`src/rtl/probe_seq_pkg.sv`:
```
package probe_seq_pkg;

  typedef enum logic [2:0] {
    ST_IDLE,
    ST_WORD,
    ST_PULSE,
    ST_SENSE,
    ST_RESULT,
    ST_GAP,
    ST_STEP
  } seqStateT;

  // strobes from the control FSM to the datapath
  typedef struct packed {
    logic loadCmd;   // latch row and direction, clear position
    logic loadWord;  // latch the write word
    logic armWrite;  // start pulse timer and rate window
    logic armRead;   // start sense timer and rate window
    logic capture;   // sample the comparator bits
    logic driveOn;   // row line enabled this cycle
    logic posInc;    // advance scan position
  } seqStrobeT;

  // status returned by the datapath
  typedef struct packed {
    logic timerZero;
    logic periodOk;
    logic lastPos;
    logic isWrite;
  } seqFlagT;

endpackage

```
`src/rtl/probe_seq_ctrl.sv`:
```
module probe_seq_ctrl
  import probe_seq_pkg::*;
(
  input  logic       clk,
  input  logic       rst_n,
  input  logic       cmdValid,
  input  logic       cmdWrite,
  input  logic       wordValid,
  input  logic       rdReady,
  input  logic       stepAck,
  input  seqFlagT    flags,
  output seqStrobeT  stb,
  output logic       cmdReady,
  output logic       wordReady,
  output logic       rdValid,
  output logic       stepReq,
  output logic       busy
);

  seqStateT state, nxt;

  always_ff @(posedge clk or negedge rst_n) begin
    if (!rst_n) state <= ST_IDLE;
    else        state <= nxt;
  end

  always_comb begin
    stb = '0;
    nxt = state;
    unique case (state)
      ST_IDLE: begin
        if (cmdValid) begin
          stb.loadCmd = 1'b1;
          if (cmdWrite) begin
            nxt = ST_WORD;
          end else begin
            stb.armRead = 1'b1;
            nxt = ST_SENSE;
          end
        end
      end
      ST_WORD: begin
        if (wordValid) begin
          stb.loadWord = 1'b1;
          stb.armWrite = 1'b1;
          nxt = ST_PULSE;
        end
      end
      ST_PULSE: begin
        stb.driveOn = 1'b1;
        if (flags.timerZero) nxt = ST_GAP;
      end
      ST_SENSE: begin
        stb.driveOn = 1'b1;
        if (flags.timerZero) begin
          stb.capture = 1'b1;
          nxt = ST_RESULT;
        end
      end
      ST_RESULT: begin
        if (rdReady) nxt = ST_GAP;
      end
      ST_GAP: nxt = ST_STEP;
      ST_STEP: begin
        if (stepAck && flags.periodOk) begin
          if (flags.lastPos) begin
            nxt = ST_IDLE;
          end else begin
            stb.posInc = 1'b1;
            if (flags.isWrite) begin
              nxt = ST_WORD;
            end else begin
              stb.armRead = 1'b1;
              nxt = ST_SENSE;
            end
          end
        end
      end
      default: nxt = ST_IDLE;
    endcase
  end

  assign cmdReady  = (state == ST_IDLE);
  assign busy      = (state != ST_IDLE);
  assign wordReady = (state == ST_WORD);
  assign rdValid   = (state == ST_RESULT);
  assign stepReq   = (state == ST_STEP);

endmodule

```
`src/rtl/probe_seq_dp.sv`:
```
module probe_seq_dp
  import probe_seq_pkg::*;
#(
  parameter int NUM_ROWS   = 32,
  parameter int NUM_COLS   = 32,
  parameter int POSITIONS  = 64,
  parameter int WRITE_CYC  = 2500,
  parameter int READ_CYC   = 250,
  parameter int MIN_PERIOD = 1250
) (
  input  logic                         clk,
  input  logic                         rst_n,
  input  seqStrobeT                    stb,
  input  logic                         cmdWrite,
  input  logic [$clog2(NUM_ROWS)-1:0]  cmdRow,
  input  logic [NUM_COLS-1:0]          wordData,
  input  logic [NUM_COLS-1:0]          senseBits,
  output seqFlagT                      flags,
  output logic [NUM_ROWS-1:0]          rowEn,
  output logic                         modeWrite,
  output logic [NUM_COLS-1:0]          colDrive,
  output logic [NUM_COLS-1:0]          rdData
);

  localparam int ROW_W   = $clog2(NUM_ROWS);
  localparam int POS_W   = (POSITIONS > 1) ? $clog2(POSITIONS) : 1;
  localparam int TMR_MAX = (WRITE_CYC > READ_CYC) ? WRITE_CYC : READ_CYC;
  localparam int TMR_W   = $clog2(TMR_MAX + 1);
  localparam int PER_LIM = (MIN_PERIOD > 1) ? MIN_PERIOD - 1 : 0;
  localparam int PER_W   = $clog2(PER_LIM + 2);

  logic [ROW_W-1:0]    rowIdx;
  logic                isWrite;
  logic [POS_W-1:0]    posCnt;
  logic [TMR_W-1:0]    phaseTmr;
  logic [PER_W-1:0]    periodCnt;
  logic [NUM_COLS-1:0] dataReg;   // write word or captured sense word

  always_ff @(posedge clk or negedge rst_n) begin
    if (!rst_n) begin
      rowIdx  <= '0;
      isWrite <= 1'b0;
      posCnt  <= '0;
    end else if (stb.loadCmd) begin
      rowIdx  <= cmdRow;
      isWrite <= cmdWrite;
      posCnt  <= '0;
    end else if (stb.posInc) begin
      posCnt  <= posCnt + 1'b1;
    end
  end

  always_ff @(posedge clk or negedge rst_n) begin
    if (!rst_n)             dataReg <= '0;
    else if (stb.loadWord)  dataReg <= wordData;
    else if (stb.capture)   dataReg <= senseBits;
  end

  always_ff @(posedge clk or negedge rst_n) begin
    if (!rst_n)                 phaseTmr <= '0;
    else if (stb.armWrite)      phaseTmr <= TMR_W'(WRITE_CYC - 1);
    else if (stb.armRead)       phaseTmr <= TMR_W'(READ_CYC - 1);
    else if (phaseTmr != '0)    phaseTmr <= phaseTmr - 1'b1;
  end

  // cycles since the current activation started, saturating
  always_ff @(posedge clk or negedge rst_n) begin
    if (!rst_n)                             periodCnt <= '0;
    else if (stb.armWrite || stb.armRead)   periodCnt <= '0;
    else if (periodCnt < PER_W'(PER_LIM))   periodCnt <= periodCnt + 1'b1;
  end

  assign flags.timerZero = (phaseTmr == '0);
  assign flags.periodOk  = (periodCnt >= PER_W'(PER_LIM));
  assign flags.lastPos   = (posCnt == POS_W'(POSITIONS - 1));
  assign flags.isWrite   = isWrite;

  for (genvar r = 0; r < NUM_ROWS; r++) begin : g_row
    assign rowEn[r] = stb.driveOn && (rowIdx == ROW_W'(r));
  end

  assign modeWrite = stb.driveOn && isWrite;
  assign colDrive  = modeWrite ? dataReg : '0;
  assign rdData    = dataReg;

endmodule

```
`src/rtl/probe_row_seq.sv`:
```
module probe_row_seq
  import probe_seq_pkg::*;
#(
  parameter int NUM_ROWS    = 32,
  parameter int NUM_COLS    = 32,
  parameter int POSITIONS   = 64,
  parameter int CLK_KHZ     = 125000,
  parameter int WRITE_NS    = 20000,
  parameter int READ_NS     = 2000,
  parameter int MAX_MUX_KHZ = 100
) (
  input  logic                         clk,
  input  logic                         rst_n,
  input  logic                         cmdValid,
  output logic                         cmdReady,
  input  logic                         cmdWrite,
  input  logic [$clog2(NUM_ROWS)-1:0]  cmdRow,
  input  logic                         wordValid,
  output logic                         wordReady,
  input  logic [NUM_COLS-1:0]          wordData,
  output logic                         rdValid,
  input  logic                         rdReady,
  output logic [NUM_COLS-1:0]          rdData,
  output logic                         busy,
  output logic [NUM_ROWS-1:0]          rowEn,
  output logic                         modeWrite,
  output logic [NUM_COLS-1:0]          colDrive,
  input  logic [NUM_COLS-1:0]          senseBits,
  output logic                         stepReq,
  input  logic                         stepAck
);

  localparam longint WR_RAW     = (longint'(CLK_KHZ) * WRITE_NS) / 1000000;
  localparam longint RD_RAW     = (longint'(CLK_KHZ) * READ_NS) / 1000000;
  localparam int     WRITE_CYC  = (WR_RAW > 0) ? int'(WR_RAW) : 1;
  localparam int     READ_CYC   = (RD_RAW > 0) ? int'(RD_RAW) : 1;
  localparam int     MIN_PERIOD = (CLK_KHZ / MAX_MUX_KHZ > 0) ? CLK_KHZ / MAX_MUX_KHZ : 1;

  seqStrobeT stb;
  seqFlagT   flags;

  probe_seq_ctrl u_ctrl (
    .clk       (clk),
    .rst_n     (rst_n),
    .cmdValid  (cmdValid),
    .cmdWrite  (cmdWrite),
    .wordValid (wordValid),
    .rdReady   (rdReady),
    .stepAck   (stepAck),
    .flags     (flags),
    .stb       (stb),
    .cmdReady  (cmdReady),
    .wordReady (wordReady),
    .rdValid   (rdValid),
    .stepReq   (stepReq),
    .busy      (busy)
  );

  probe_seq_dp #(
    .NUM_ROWS   (NUM_ROWS),
    .NUM_COLS   (NUM_COLS),
    .POSITIONS  (POSITIONS),
    .WRITE_CYC  (WRITE_CYC),
    .READ_CYC   (READ_CYC),
    .MIN_PERIOD (MIN_PERIOD)
  ) u_dp (
    .clk       (clk),
    .rst_n     (rst_n),
    .stb       (stb),
    .cmdWrite  (cmdWrite),
    .cmdRow    (cmdRow),
    .wordData  (wordData),
    .senseBits (senseBits),
    .flags     (flags),
    .rowEn     (rowEn),
    .modeWrite (modeWrite),
    .colDrive  (colDrive),
    .rdData    (rdData)
  );

endmodule

```
`config.mk`:
```
export PLATFORM = sky130hd
export DESIGN_NAME = probe_row_seq
export DESIGN_NICKNAME = d
export VERILOG_FILES = /design/src/rtl/probe_seq_pkg.sv /design/src/rtl/probe_seq_ctrl.sv /design/src/rtl/probe_seq_dp.sv /design/src/rtl/probe_row_seq.sv
export SDC_FILE = /design/constraint.sdc
export NUM_CORES = 1
export LEC_CHECK = 0
export BUFFER_PORTS_ARGS = -buffer_cell sky130_fd_sc_hd__buf_2
export CORE_ASPECT_RATIO = 0.5
export CORE_MARGIN = 5
export CORE_UTILIZATION = 49
export CTS_CLUSTER_SIZE = 14
export DETAILED_ROUTE_END_ITERATION = 6
export GPL_TIMING_DRIVEN = 0
export PLACE_DENSITY = 0.78
export SLEW_MARGIN = 10
export SYNTH_ARGS = -nofsm -noshare
export SYNTH_HDL_FRONTEND = slang
export SYNTH_SLANG_ARGS = --single-unit
```
`constraint.sdc`:
```
create_clock -name clk -period 3.1 [get_ports clk]
set_input_delay 0 -clock clk [delete_from_list [all_inputs] [get_ports clk]]
set_output_delay 0 -clock clk [all_outputs]
set_load 0.03 [all_outputs]
```
==> impl_metrics.yaml <==
timing:
  max_freq_mhz: 387
  tns_ns: 0
  hold_viol_final: 0
  hold_slack_ns: 0.0227
  fin_skew_ns: 0.00674
  drv_slew: 0
  period_minus_slack_ns: 2.58
  tightest_slew_ns: 0.801
  relSlewSlack: 0.461
  setup_ws_ns: 0.518
  rsz0062_at_grt: "no"
  period_share: 0.833
  finalSetupViolations: 0
worst_setup_path:
  endpoint_kind: "flop"
  worst_path_max_delay_cell: "or4b_1"
  worstPathRequired_ns: 3.32
  cp_max_fo: 10
  worstSetupPathType: "reg2reg"
  start_kind: "flop"
  crit_path_max_incr_delay_ns: 0.43
  crit_chain: "inv_1, ha_1, or4b_1, buf_2, nor4_4, a41o_4, buf_12, mux2_4"
  cp.arrival_ns: 2.80
placement:
  dp_slack_ns: 0.542
  dpl.hpwl_um: 9290
  dp.cells: 721
  placed_cell_area_um2: 5460
  portBuffers: 177
  place.gp.congestion: 0.863
synth:
  async_reset_ff_frac: 1.00
  synth-seq-cells: 70
  yosysTopAreaCell: "dfrtp_1"
  netlist_area_um2: 4400
  synth-edff-count: 0
  ys_top_cells_by_count: "dfrtp_1, nor2_1, mux2_2, and3_1, mux2_4"
  synth.area.top_cells: "dfrtp_1, mux2_4, mux2_2"
  syn_avg_cell_area_um2: 10.3
  yosys_warnings: 0
  synth_cell_type_count: 52
  syn_inst: 426
  synthFlopType: "dfrtp_1"
  syn_nets: 506
  yosysTopAreaCellShare: 0.398
  synth_most_common_cell: "dfrtp_1"
  synth-seq-area-share: 0.398
route:
  num_vias: 4141
  postRouteWirelength_um: 12500
  wl_per_cell_um: 16.8
  first_pass_iters: 4
  viasPerCell: 5.57
  drc: 0
  drt_iter0_markers: 304
  ant_nets: 0
cells_and_area:
  fin_cells: 744
  final_area_um2: 5860
  nets: 702
  fin_util: 0.671
  diodes: 0
  synthToLayoutAreaGrowth_pct: 33.3
  drive_gt1_frac: 0.447
run:
  cap_violations: 0
power:
  p_per_area_nw_per_um2: 366
  p_total_mw: 2.15
  p_leak_nw: 3.15
  vdd_ir_drop_max_v: 0.000271
clock_tree:
  clk_pin_slew_worst_paths_ns: 0.06
  cts_resized: 0
  cts_tree: "built"
  clockBufferDepth: 2
  cts_num_sinks: 70
  cts-hold-fix-buffers: 7
  clkLatencyLatePin_ns: 0.33
  cts-root-buf: "clkbuf_16"
  cts-htree-levels: 3
  cts_setup_buffers: 0
  cts_made_buffers: 9
floorplanning:
  design.die.area_um2: 11100
  die_w_um: 144
  die_h_um: 77.0
  io_pins: 178
  std_cell_rows: 24
  start_util: 0.503
  core_area_um2: 8740
global_route:
  grt_antenna_before_repair: 0
  grt_pass1_vias: 4048
  grt_max_degree: 54
  grtUsageTotal: 0.229
  grt_pass1_wl_um: 20400
  gr-total-overflow: 0
status:
  status: "finished clean"
worst_hold_path:
  hold_path_class: "in2reg"
## cell usage in the layout (no fill, tap or decap), types with 5 or more instances in the layout
cell | synthesis | final
a2111oi_0 | 5 | 5
a21oi_1 | 9 | 9
a31oi_1 | 5 | 5
and3_1 | 34 | 34
buf_2 | 5 | 181
clkbuf_1 | 18 | 18
clkbuf_16 | 0 | 9
dfrtp_1 | 70 | 70
dlygate4sd3_1 | 0 | 7
inv_1 | 11 | 11
mux2_2 | 39 | 39
mux2_4 | 30 | 30
mux2i_1 | 9 | 9
nand2_1 | 22 | 22
nand2b_1 | 6 | 6
nand3_1 | 11 | 11
nor2_1 | 44 | 44
nor3_1 | 18 | 18
nor4_1 | 5 | 5
o21ai_0 | 7 | 7
o31ai_1 | 5 | 5
xnor2_1 | 9 | 9
## cell families (layout without fill, tap and decap cells)
logic type      after synthesis  after routing  synth area share
simple gates                172            172             0.212
buf+inv                      37            238            0.0441
flops                        70             70             0.398
fa+ha+maj                     4              4            0.0114
mux                          78             78             0.223
xor+xnor                     11             11            0.0219
compound gates               54             54            0.0896
## final timing paths
check	from	endpoint	slack [ns]	cells past startpoint
max	u_dp.phaseTmr[0]	u_dp.rdData[28]	0.52	8
min	senseBits[18]	u_dp.rdData[18]	0.02	3
max reg2reg	u_dp.phaseTmr[0]	u_dp.rdData[28]	0.52	8
min reg2reg	u_dp.rdData[14]	u_dp.rdData[14]	0.53	1
max in group asynchronous	rst_n	u_dp.posCnt[3]	2.48	3
min in group asynchronous	rst_n	u_dp.rdData[11]	0.08	2
## power by group
group	internal [mW]	total [mW]	switching [mW]	leakage [nW]
clock network	0.747	1.13	0.384	0.162
registers	0.914	0.914	0	0.912
logic	0.0596	0.101	0.0411	2.08
## layout make-up
class,instances,area (um^2)
Fill cell,671,2870
Multi-Input combinational cell,319,2450
Sequential cell,70,1750
Timing Repair Buffer,185,986
Clock buffer,11,253
Buffer,26,153
Tap cell,117,146
Clock inverter,5,81.3
Inverter,11,41.3
## critical path: cells and delay by family (launching register included)
kind	cells	cell delay [ns]
compound gates	1	0.35
fa+ha+maj	1	0.21
buf+inv	3	0.43
flops	1	0.42
mux	1	0.31
simple gates	2	0.73
## registers in the layout, summed over array words and instances, names as in the netlist
register / cells
u_ctrl.state: 3
u_dp.rowIdx: 5
u_dp.isWrite: 1
u_dp.rdData: 32
u_dp.phaseTmr: 12
u_dp.posCnt: 6
u_dp.periodCnt: 11
## layer usage
metal	track usage	up-vias	routed length, um
met3	0.0690	8	831
met1	0.300	2041	5390
met4	0.0489	0	110
met5	0	-	0
li1	-	1944	-
met2	0.374	148	6180
Power figures use the tool's default switching activity.
